===== config.mk =====
export PLATFORM = sky130hd
export DESIGN_NAME = los_monitor
export DESIGN_NICKNAME = d
export VERILOG_FILES = /design/src/rtl/los_pkg.sv /design/src/rtl/los_zero_run.sv /design/src/rtl/los_level_timer.sv /design/src/rtl/los_fsm.sv /design/src/rtl/los_monitor.sv
export SDC_FILE = /design/constraint.sdc
export NUM_CORES = 1
export LEC_CHECK = 0
export BUFFER_PORTS_ARGS = -buffer_cell sky130_fd_sc_hd__buf_2
export CORE_MARGIN = 3
export CORE_UTILIZATION = 35
export DETAILED_ROUTE_END_ITERATION = 7
export GPL_TIMING_DRIVEN = 0
export PLACE_DENSITY_LB_ADDON = 0.12
export SKIP_CTS_REPAIR_TIMING = 1
export SLEW_MARGIN = 25
export SYNTH_ARGS = -nofsm -noshare
export SYNTH_HDL_FRONTEND = slang
export SYNTH_SLANG_ARGS = --single-unit

===== constraint.sdc =====
create_clock -name clk -period 1.89 [get_ports clk]
set_input_delay 0.2835 -clock clk [delete_from_list [all_inputs] [get_ports clk]]
set_output_delay 0.2835 -clock clk [all_outputs]
set_load 0.05 [all_outputs]

===== src/rtl/los_pkg.sv =====
package los_pkg;
    typedef enum logic {
        ST_CARRIER = 1'b0,
        ST_LOST    = 1'b1
    } los_state_t;

    localparam int MASK_LOS_BIT  = 0;
    localparam int MASK_SYNC_BIT = 1;
endpackage


===== src/rtl/los_zero_run.sv =====
module los_zero_run #(
    parameter int ZERO_LIMIT = 192
) (
    input  logic clk,
    input  logic rst_n,
    input  logic rx_bit,
    output logic run_over
);
    localparam int CW = $clog2(ZERO_LIMIT + 2);
    localparam logic [CW-1:0] CAP = CW'(ZERO_LIMIT + 1);

    logic [CW-1:0] run_q;

    // Run length of zeros, held once it passes the limit.
    always_ff @(posedge clk) begin
        if (!rst_n) begin
            run_q <= '0;
        end else if (rx_bit) begin
            run_q <= '0;
        end else if (run_q != CAP) begin
            run_q <= run_q + 1'b1;
        end
    end

    assign run_over = (run_q == CAP);
endmodule


===== src/rtl/los_level_timer.sv =====
module los_level_timer #(
    parameter int REF_DIV  = 8,
    parameter int MS_TICKS = 256
) (
    input  logic clk,
    input  logic rst_n,
    input  logic lvl_ok,
    output logic expired
);
    localparam int PW = (REF_DIV > 2) ? $clog2(REF_DIV) : 1;
    localparam int TW = $clog2(MS_TICKS + 1);
    localparam logic [PW-1:0] PTOP = PW'(REF_DIV - 1);
    localparam logic [TW-1:0] TLIM = TW'(MS_TICKS);

    logic [PW-1:0] pre_q;
    logic [TW-1:0] ms_q;
    logic          tick;

    assign tick = (pre_q == PTOP);

    // Both the prescaler and the tick count restart on a good level.
    always_ff @(posedge clk) begin
        if (!rst_n || lvl_ok) begin
            pre_q <= '0;
            ms_q  <= '0;
        end else if (ms_q != TLIM) begin
            pre_q <= tick ? '0 : pre_q + 1'b1;
            if (tick) begin
                ms_q <= ms_q + 1'b1;
            end
        end
    end

    assign expired = (ms_q == TLIM);
endmodule


===== src/rtl/los_fsm.sv =====
module los_fsm
    import los_pkg::*;
(
    input  logic clk,
    input  logic rst_n,
    input  logic run_over,
    input  logic lvl_expired,
    input  logic rx_bit,
    input  logic lvl_ok,
    output logic los
);
    los_state_t state_q, state_d;

    always_comb begin
        state_d = state_q;
        unique case (state_q)
            ST_CARRIER: if (run_over || lvl_expired) state_d = ST_LOST;
            ST_LOST:    if (rx_bit && lvl_ok)        state_d = ST_CARRIER;
            default:                                 state_d = ST_CARRIER;
        endcase
    end

    always_ff @(posedge clk) begin
        if (!rst_n) begin
            state_q <= ST_CARRIER;
        end else begin
            state_q <= state_d;
        end
    end

    always_comb begin
        los = (state_q == ST_LOST);
    end
endmodule


===== src/rtl/los_monitor.sv =====
module los_monitor
    import los_pkg::*;
#(
    parameter int ZERO_LIMIT = 192,
    parameter int REF_DIV    = 8,
    parameter int MS_TICKS   = 256
) (
    input  logic       clk,
    input  logic       rst_n,
    input  logic       rx_bit,
    input  logic       lvl_ok,
    input  logic       sync_lost,
    input  logic       mode_e1,
    input  logic       thr_sel,
    input  logic [1:0] alarm_mask,
    output logic       los_status,
    output logic       alarm_pin,
    output logic       thr_deep
);
    logic run_over;
    logic lvl_expired;

    los_zero_run #(.ZERO_LIMIT(ZERO_LIMIT)) zrun_i (
        .clk      (clk),
        .rst_n    (rst_n),
        .rx_bit   (rx_bit),
        .run_over (run_over)
    );

    los_level_timer #(.REF_DIV(REF_DIV), .MS_TICKS(MS_TICKS)) ltmr_i (
        .clk     (clk),
        .rst_n   (rst_n),
        .lvl_ok  (lvl_ok),
        .expired (lvl_expired)
    );

    los_fsm fsm_i (
        .clk         (clk),
        .rst_n       (rst_n),
        .run_over    (run_over),
        .lvl_expired (lvl_expired),
        .rx_bit      (rx_bit),
        .lvl_ok      (lvl_ok),
        .los         (los_status)
    );

    // T1 always asks for the deep threshold.
    assign thr_deep  = mode_e1 ? thr_sel : 1'b1;
    assign alarm_pin = (alarm_mask[MASK_LOS_BIT]  & los_status)
                     | (alarm_mask[MASK_SYNC_BIT] & sync_lost);
endmodule


# Word level (Yosys, flattened, before mapping)
# Index checks and enable logic that the tools add are counted.
# classes
n_eq_ne	5
add_sub_neg	3
muxes	5
n_bitwise	5
reduce_logical	6
# ops
op	n
9-bit by 1-bit adder with 9-bit output, second input constant	1
9-bit equality test, second input constant	1
9-bit inequality test, second input constant	1
8-bit by 1-bit adder with 8-bit output, second input constant	1
8-bit equality test, second input constant	1
8-bit inequality test, second input constant	1
3-bit by 1-bit adder with 3-bit output, second input constant	1
3-bit equality test, second input constant	1
1-bit two-way mux	3
3-bit two-way mux	1
1-bit AND	2
1-bit logical OR	2
1-bit NOT	2
1-bit one-hot mux with 2 select lines	1
2-bit AND reduction	1
2-bit OR reduction	1
1-bit logical AND	1
1-bit zero test	1
1-bit OR	1
# totals
ff_bits	21
out_inout_bits	3

# Depth between registers and ports, before layout
# Gate-level depths: netlist of run 1.
# depth
depth_word	4
depth_mapped	5
depth_no_buf	5

# By module
# From an unflattened synthesis of run 1, not the netlist that was laid out.
# unflattened
cells_unflattened	120
area_unflattened_um2	1106.1
# modules_own_cells
mod	instances	seq_area_each_um2	cells_per_inst	area_each_um2
los_level_timer	1	240.2	72	650.6
los_zero_run	1	160.2	43	405.4
los_fsm	1	20.0	3	35.0
los_monitor	1	0.0	2	15.0

# Least setup slack after synthesis of run 1
# Ideal clock, no wire load.
# synth_path
path_type	flip-flop to flip-flop
startpoint	register ltmr_i.pre_q[0]
endpoint	register ltmr_i.ms_q[8]
synth_period_minus_slack_ps	1517
t_arrival_ps	1447
stages_incl_launch_ff	6
n_path_buf	0
setup_ps	70
slack_ps	373
path_cell_list	dfxtp_1 -> ha_1 -> ha_1 -> nand3_2 -> or4_1 -> a21oi_1
# synth_via
elab_chain_cells	2
# synth_lines
item	line_no	text
start: declaration	los_level_timer.sv:15	logic [PW-1:0] pre_q;
start signal: assignment	los_level_timer.sv:27	pre_q <= tick ? '0 : pre_q + 1'b1;
3-bit equality test	los_level_timer.sv:19	assign tick = (pre_q == PTOP);
2-bit AND reduction (no line)	-	
end signal: assignment	los_level_timer.sv:29	ms_q <= ms_q + 1'b1;
end: declaration	los_level_timer.sv:16	logic [TW-1:0] ms_q;
# Every way passes these cells.
# A chain may end at the register's enable or synchronous reset.

# Worst setup path after layout of run 1
# Ends and elaborated chain as after synthesis.

==> run metrics, run 1 <==
outcome=finished clean; most frequent cell after synthesis=dfxtp_1; Clk pin slew, worst setup/hold paths=0.13 ns; Clock Sink Count=21; Final setup viols=0; Synth area leader=dfxtp_1; Yosys reg bits=21; All-Layer GR Usage=12.9%; Skew-Pair Late Insertion Delay=0.31 ns; pre-CTS setup slack=0.213 ns; Num CTS Buffers=3; highest routing layer actually used=met4; max incr delay on CP=0.52 ns; Worst Hold End=fsm_i.los; Final Slew Violations=0; Area Overhead vs Synth=11.7%; Core Box Area=2810 um^2; TritonCTS clock tree=done; Port Buf Inserts=11; chip width=60.5 um; Syn Inst Count=117; post-synth top area share=40.4%; Worst Path Arrival=1.98 ns; Ys Warns=0; post-layout net count=148; Setup Skew=0.0145 ns; unrepaired setup endpoints after global routing=no; wire length per cell=12.4 um; Crit Path Max Fanout=7; Initial Utilization=37.1%; # diodes=0; Post-synth ARST share=0%; pin count of the biggest net entering global routing=13; die footprint=3660 um^2; routability cong.=0.713; Commonest cells post-synth=dfxtp_1 (21), a21oi_1 (10), nand2_1 (9); Met1 Wirelength=945 um; DR iter-0 viols=25; CP Capture Type=flip-flop; fin cells=163; Synth area leaders=dfxtp_1 (40%), ha_1 (7.2%), a21oi_1 (4.8%); Slowest cell on crit path=or4_1; die height=60.5 um; top achievable clock speed=578 MHz; via count=883; Startpoint Class=flip-flop; r2r endpoint=ltmr_i.ms_q[8]; Routed Antenna Nets=0; CTS H-tree depth=1; Total Power=0.713 mW; Remaining DRCs=0; Post-Route WL=2.03 mm; critical path data required time=2.14 ns; Final Hold Vio Count=0; Row Count=19; total of max-cap violations=0; met3 wire length=61 um; Cell Area, Synth=1040 um^2; metal2 WL=1.00 mm; Seq/Total Area, Yosys=40.4%; CTS Buffer Depth=2; Pwr Density=614 nW/um^2; setup slack after layout=0.159 ns; Tightest Hold Check Type=in -> reg; DP Cell Count=159; count of different cell masters after synthesis=34; Root Driver=clkbuf_4; LEAKAGE=0.415 nW; slew margin rel.=65.5%; initial antenna violation count=0; IO Pins=12; most frequent CP cell=ha_1; Syn Area/Cell=8.89 um^2; Final period util=91.6%; fin crit period=1.73 ns; R2R cell count=5; first-pass GRT wire length=3.51 mm; vias per cell=5.42; Max VDD drop=0.293 mV; Hold Startpoint=rst_n; Hold Crit Depth=2; crit-path cells=ha_1 -> ha_1 -> nand3_2 -> or4_1 -> a21oi_1; syn nets=132; ys flop type=dfxtp_1; gr ovfl total=0; flop2flop setup slack=0.16 ns; share of layout cells above drive strength 1=14.4%; drt pass-1 iters=4; vias in the first global route=807; Slew @ Worst Pin=0.513 ns; final setup TNS=0 ns; Worst Setup SP=ltmr_i.pre_q[0]; Post-synth EDFFs=0; RR Startpoint=ltmr_i.pre_q[0]; Worst Setup Path Type=reg -> reg; hpwl dp=1.53 mm
## flip-flops by register name, summed over array words and instances (netlist names)
register,count
fsm_i.los,1
ltmr_i.pre_q,3
ltmr_i.ms_q,9
zrun_i.run_q,8
## kinds of logic (layout without fill, tap and decap cells)
| kind of cell | count (synthesis) | count (layout) | synth area share (%) |
|---|---|---|---|
| fa+ha+maj | 6 | 6 | 7.22 |
| xor+xnor | 5 | 5 | 4.21 |
| buf+inv | 5 | 20 | 1.92 |
| simple gates | 49 | 49 | 27.3 |
| mux | 1 | 1 | 0.963 |
| flops | 21 | 21 | 40.4 |
| compound gates | 30 | 30 | 17.9 |
## metrics by stage
stage / area, um^2 / util [%] / hold WS, ns
2_1_floorplan: 1040 / - / 0.415
3_3_place_gp: 1130 / 40.4 / 0.455
3_5_place_dp: 1130 / 40.4 / 0.473
4_1_cts: 1160 / 41.4 / 0.221
5_1_grt: 1160 / 41.4 / 0.207
6_report: 1160 / 41.4 / 0.228
## where the power goes
group | leakage [nW] | switching, mW | internal [mW]
logic | 0.228 | 0.0253 | 0.0172
registers | 0.170 | 0.00451 | 0.447
clock network | 0.0177 | 0.140 | 0.0789
total | 0.415 | 0.170 | 0.543
## metal layers
layer  track usage [%]  up-vias
met4              3.72        0
met5                 0        -
li1                  -      467
met2              22.7        7
met3              4.47        2
met1              14.7      407
## placed cells by master, fill, tap and decap left out, types with 2 or more instances in the layout
cell type  count
nand2b_1       3
dfxtp_1       21
xor2_1         4
nor2_1         7
inv_1          3
a21oi_1       10
o21ai_0        5
or3_1          6
or4_1          2
o311a_1        2
nand2_1        9
nand3_1        8
ha_1           6
nor3_1         3
o31ai_1        3
nor2b_1        2
buf_2         12
nand4_1        3
clkbuf_4       3
o21ai_1        4
## worst max path at each step
stage | endpoint | slack, ns | cells after the start
after floorplan | ltmr_i.ms_q[8] | 0.37 | 5
final | ltmr_i.ms_q[8] | 0.16 | 5
after detailed placement | ltmr_i.ms_q[8] | 0.21 | 5
after global placement | ltmr_i.ms_q[8] | 0.23 | 5
after CTS | ltmr_i.ms_q[8] | 0.17 | 5
after global routing | ltmr_i.ms_q[7] | 0.04 | 5
## cell type report
class                   count  area (um^2)
plain buffers               2         8.76
well taps                  31         38.8
clock inverters             1         5.00
clock buffers               3         22.5
flip-flops and latches     21          420
fillers                   293         1640
repair buffers             11         55.1
inverters                   3         11.3
multi-input cells          91          599
## critical path: cells and delay by family (launching register included)
kind	cells	cell delay [ns]
DFF	1	0.38
adders and majority gates	2	0.46
AOI/OAI and AO/OA	1	0.14
and+or+nand+nor	2	0.67
No activity file was read; power rests on OpenSTA's default activity.
==> run 2, diff against run 1 <==
ABC_AREA = 1   (was default)
SETUP_SLACK_MARGIN = 0.2   (was default)
==> run metrics, run 2 <==
filler instances=304; die height=62.2 um; max FFs per register=9; Largest Register=ltmr_i.ms_q; TritonCTS clock tree=done; via count=1002; Slew @ Worst Pin=0.424 ns; Pwr Density=583 nW/um^2; vias in the first global route=951; syn nets=182; r2r endpoint=ltmr_i.ms_q[7]; first-pass GRT wire length=3.82 mm; Clk pin slew, worst setup/hold paths=0.13 ns; Post-synth EDFFs=0; most frequent cells in the layout=nand2_1 (36), nor2_1 (36), inv_1 (28), dfxtp_1 (21), buf_2 (11); flop2flop setup slack=0.45 ns; Total Power=0.727 mW; die footprint=3870 um^2; critical path data required time=2.12 ns; Routed Antenna Nets=0; LEAKAGE=0.558 nW; Startpoint Class=flip-flop; Post-Route WL=2.12 mm; Yosys reg bits=21; CP Capture Type=flip-flop; Seq/Total Area, Yosys=38.0%; total of max-cap violations=0; post-layout net count=198; Area Overhead vs Synth=12.7%; Final setup viols=0; Commonest cells post-synth=nand2_1 (36), nor2_1 (36), inv_1 (28); largest registers=ltmr_i.ms_q x9, zrun_i.run_q x8, ltmr_i.pre_q x3; routability cong.=0.765; Tightest Hold Check Type=in -> reg; chip width=62.2 um; Remaining DRCs=0; CTS Buffer Depth=2; fin crit period=1.44 ns; pin count of the biggest net entering global routing=14; hpwl dp=1.66 mm; fin cells=224; Hold Crit Depth=3; top achievable clock speed=694 MHz; RR Startpoint=ltmr_i.pre_q[0]; drt pass-1 iters=4; Worst Setup Path Type=reg -> reg; Syn Inst Count=167; Syn Area/Cell=6.63 um^2; share of layout cells above drive strength 1=11.5%; Slowest cell on crit path=dfxtp_1; most frequent CP cell=nand2_1; vias per cell=4.47; Initial Utilization=38.5%; slew margin rel.=71.7%; unrepaired setup endpoints after global routing=no; wire length per cell=9.46 um; Max VDD drop=0.415 mV; Crit Path Max Fanout=7; CTS H-tree depth=1; count of different cell masters after synthesis=18; area of the multi-input gates=584 um^2; crit-path cells=ha_1 -> ha_2 -> nand2_1 -> nor2_2 -> nand2_2 -> nor2_1 -> nand2_1 -> nand2_1 -> nor2_1; All-Layer GR Usage=11.9%; Post-synth ARST share=0%; register area=420 um^2; Num CTS Buffers=3; # diodes=0; IO Pins=12; gr ovfl total=0; R2R cell count=9; Skew-Pair Late Insertion Delay=0.32 ns; DR iter-0 viols=23; DP Cell Count=220; ys flop type=dfxtp_1; Synth area leaders=dfxtp_1 (38%), nand2_1 (12%), nor2_1 (12%); Clock Sink Count=21; Worst Path Arrival=1.67 ns; Worst Hold End=fsm_i.los; Core Box Area=2880 um^2; Ys Warns=0; final setup TNS=0 ns; CP Buf/Inv Count=0; Cell Area, Synth=1110 um^2; initial antenna violation count=0; post-synth top area share=38.0%; Final period util=76.3%; Final Hold Vio Count=0; Hold Startpoint=rst_n; Setup Skew=0.00849 ns; Final Slew Violations=0; Row Count=19; Synth area leader=dfxtp_1; outcome=finished clean; Root Driver=clkbuf_4; Port Buf Inserts=11; CP delay by family, top=simple AND/OR/NAND/NOR gates; max incr delay on CP=0.38 ns
[run 2: layer usage]
layer,up-vias,GRT usage (%),part of all wire (%)
met3,2,3.96,4.3
li1,545,-,-
met2,15,21.0,47
met4,0,2.49,0.66
met1,440,14.0,48
met5,-,0,0
[run 2: cells by family after synthesis]
group	count (synthesis)	share of synthesized area [%]
AOI/OAI and AO/OA	16	8.14
xor gates and xnor gates	4	3.16
adders and majority gates	6	6.78
buffers and inverters	28	9.49
DFF	21	38.0
and+or+nand+nor	92	34.5
[run 2: through the flow]
| step | hold slack [ns] | util, % | worst slack [ns] | area (um^2) |
|---|---|---|---|---|
| floorplan | 0.407 | - | 0.434 | 1110 |
| global placement | 0.473 | 42.2 | 0.440 | 1210 |
| detailed placement | 0.485 | 42.2 | 0.412 | 1210 |
| CTS | 0.177 | 43.3 | 0.364 | 1240 |
| global route | 0.169 | 43.4 | 0.258 | 1250 |
| finish | 0.187 | 43.4 | 0.449 | 1250 |
[run 2: report_power, final]
group	internal [mW]	switching [mW]	leakage, nW
clock network	0.0809	0.152	0.0139
registers	0.447	0.00393	0.170
logic	0.0161	0.0271	0.375
[run 2: area by class of cell]
class                      count  share of cell area [%]
timing repair buffer          11                    4.41
multi-input combinational    118                    46.8
clock buffer                   3                    1.81
inverter                      28                    8.43
clock inverter                 1                   0.602
tap                           42                    4.21
sequential                    21                    33.7
[run 2: how the worst max path moves through the flow]
| stage | to | cells past startpoint | startpoint |
|---|---|---|---|
| after global routing | ltmr_i.ms_q[7] | 9 | ltmr_i.pre_q[0] |
| after CTS | ltmr_i.ms_q[7] | 9 | ltmr_i.pre_q[0] |
| after global placement | ltmr_i.ms_q[7] | 9 | ltmr_i.pre_q[0] |
| after detailed placement | ltmr_i.ms_q[7] | 9 | ltmr_i.pre_q[0] |
| after floorplan | alarm_pin | 1 | fsm_i.los |
| final | ltmr_i.ms_q[7] | 9 | ltmr_i.pre_q[0] |
[run 2: tightest hold or removal path, stage by stage]
cell and delay (ns):
buf_2 0.11, nand2_1 0.06, a21oi_1 0.03
==> run 3, diff against run 2 <==
clock period = 1.3 ns   (was 1.89 ns; I/O delays follow)
==> run metrics, run 3 (synthesized netlist as in run 2, its figures left out) <==
Final Slew Violations=0; r2r endpoint=ltmr_i.ms_q[6]; Startpoint Class=flip-flop; top achievable clock speed=794 MHz; Port Buf Inserts=11; Routed Antenna Nets=0; Hold Crit Depth=3; wire length per cell=10.5 um; Area Overhead vs Synth=40.6%; IO Pins=12; critical path data required time=1.55 ns; Slowest cell on crit path=dfxtp_4; register area=448 um^2; pre-CTS setup slack=-0.0215 ns; crit-path cells=ha_4 -> ha_4 -> inv_1 -> nor2_2 -> nand3_1 -> nand2_1 -> inv_1 -> nor2_1; via count=1046; pin count of the biggest net entering global routing=14; Worst Path Arrival=1.51 ns; Core Box Area=2880 um^2; Root Driver=clkbuf_4; first-pass GRT wire length=4.03 mm; total of max-cap violations=0; LEAKAGE=0.643 nW; die height=62.2 um; CP Capture Type=flip-flop; post-route cell area=1560 um^2; routability cong.=0.735; hpwl dp=1.65 mm; fin crit period=1.26 ns; Clk pin slew, worst setup/hold paths=0.13 ns; Post-Route WL=2.43 mm; Worst Hold End=fsm_i.los; Final Hold Vio Count=0; Tightest Hold Check Type=in -> reg; post-place instance area=1260 um^2; Initial Utilization=38.5%; area of the multi-input gates=788 um^2; Seq pwr share=61.1%; Crit Path Max Fanout=5; CTS H-tree depth=1; # diodes=0; Setup Skew=0.00736 ns; gr ovfl total=0; Pwr Density=686 nW/um^2; chip width=62.2 um; Comb pwr share=7.8%; drt pass-1 iters=3; Worst Setup SP=ltmr_i.pre_q[0]; Num CTS Buffers=3; max FFs per register=9; WHS=0.111 ns; slew margin rel.=70.7%; Max VDD drop=0.528 mV; unrepaired setup endpoints after global routing=yes; Row Count=19; largest registers=ltmr_i.ms_q x9, zrun_i.run_q x8, ltmr_i.pre_q x3; Hold Startpoint=rst_n; outcome=finished clean; Final setup viols=0; vias in the first global route=961; filler instances=290; Largest Register=ltmr_i.ms_q; Pint=0.797 mW; post-layout net count=205; Worst Setup Path Type=reg -> reg; Skew-Pair Late Insertion Delay=0.31 ns; Remaining DRCs=0; share of layout cells above drive strength 1=39.2%; R2R cell count=8; flop2flop setup slack=0.04 ns; die footprint=3870 um^2; share of total power in the clock network=31.1%; final setup TNS=0 ns; CTS Buffer Depth=2; Net Sw Power=0.271 mW; TritonCTS clock tree=done; max incr delay on CP=0.38 ns; most frequent cells in the layout=nand2_1 (30), nor2_1 (29), inv_1 (21), buf_2 (9), dfxtp_1 (9); Final period util=96.8%; Slew @ Worst Pin=0.439 ns; All-Layer GR Usage=12.5%; vias per cell=4.53; Switching Fraction=25.4%; setup slack after layout=0.0413 ns; DR iter-0 viols=25; most common cell after layout, fill and taps aside=nand2_1; initial antenna violation count=0; RR Startpoint=ltmr_i.pre_q[0]; Clock Sink Count=21
## run 3: cell types whose count changed in the layout (fill, tap and decap cells not counted), moves of 4 or more
| cell | change |
|---|---|
| dfxtp_2 | +7 |
| buf_4 | +6 |
| ha_1 | -5 |
| nand3_1 | -4 |
| ha_4 | +6 |
| inv_1 | -7 |
| dfxtp_4 | +5 |
| nand2_4 | +4 |
| nand2_1 | -6 |
| nor2_4 | +4 |
| nor2_1 | -7 |
| dfxtp_1 | -12 |
| inv_2 | +5 |
## run 3: through the flow
step,std cells,total power [mW],util (%)
6_report,231,1.07,54.1
5_1_grt,231,1.13,54.1
4_1_cts,224,1.08,44.7
3_5_place_dp,220,0.736,43.7
3_3_place_gp,220,0.733,43.7
2_1_floorplan,167,0.712,-
## run 3: area by class of cell
cell class / count / area share [%]
multi-input combinational: 118 / 50.6
sequential: 21 / 28.8
timing repair buffer: 18 / 8.20
inverter: 28 / 7.07
tap: 42 / 3.38
clock buffer: 3 / 1.45
clock inverter: 1 / 0.482
## run 3: worst max-delay path, delay by kind of cell, from the launching register on
family                   cells  cell delay, ns
buffers and inverters        2            0.13
flip-flops                   1            0.38
AND/OR/NAND/NOR              4            0.36
adder cells (fa/ha/maj)      2            0.31
## run 3: power groups by stage
stage                     combinational, mW  clock [mW]  sequential [mW]
after floorplan                      0.0415           0            0.670
after global placement               0.0627           0            0.671
after detailed placement             0.0649           0            0.671
after CTS                            0.0652       0.357            0.657
after global routing                 0.0937       0.385            0.654
final                                0.0830       0.332            0.653
## run 3: per-layer routing
layer | wire (um) | global-route usage (%)
met1 | 1090 | 15.3
met2 | 1220 | 21.2
met3 | 94 | 3.96
met4 | 20 | 3.31
met5 | 0 | 0
## run 3: worst max path at each step
stage                           endpoint  slack [ns]  cells past startpoint
final                     ltmr_i.ms_q[6]        0.04                      8
after global routing      ltmr_i.ms_q[6]       -0.06                      8
after CTS                 ltmr_i.ms_q[7]       -0.06                      9
after detailed placement  ltmr_i.ms_q[7]       -0.02                      9
after global placement    ltmr_i.ms_q[7]        0.01                      9
after floorplan           ltmr_i.ms_q[7]        0.09                      9
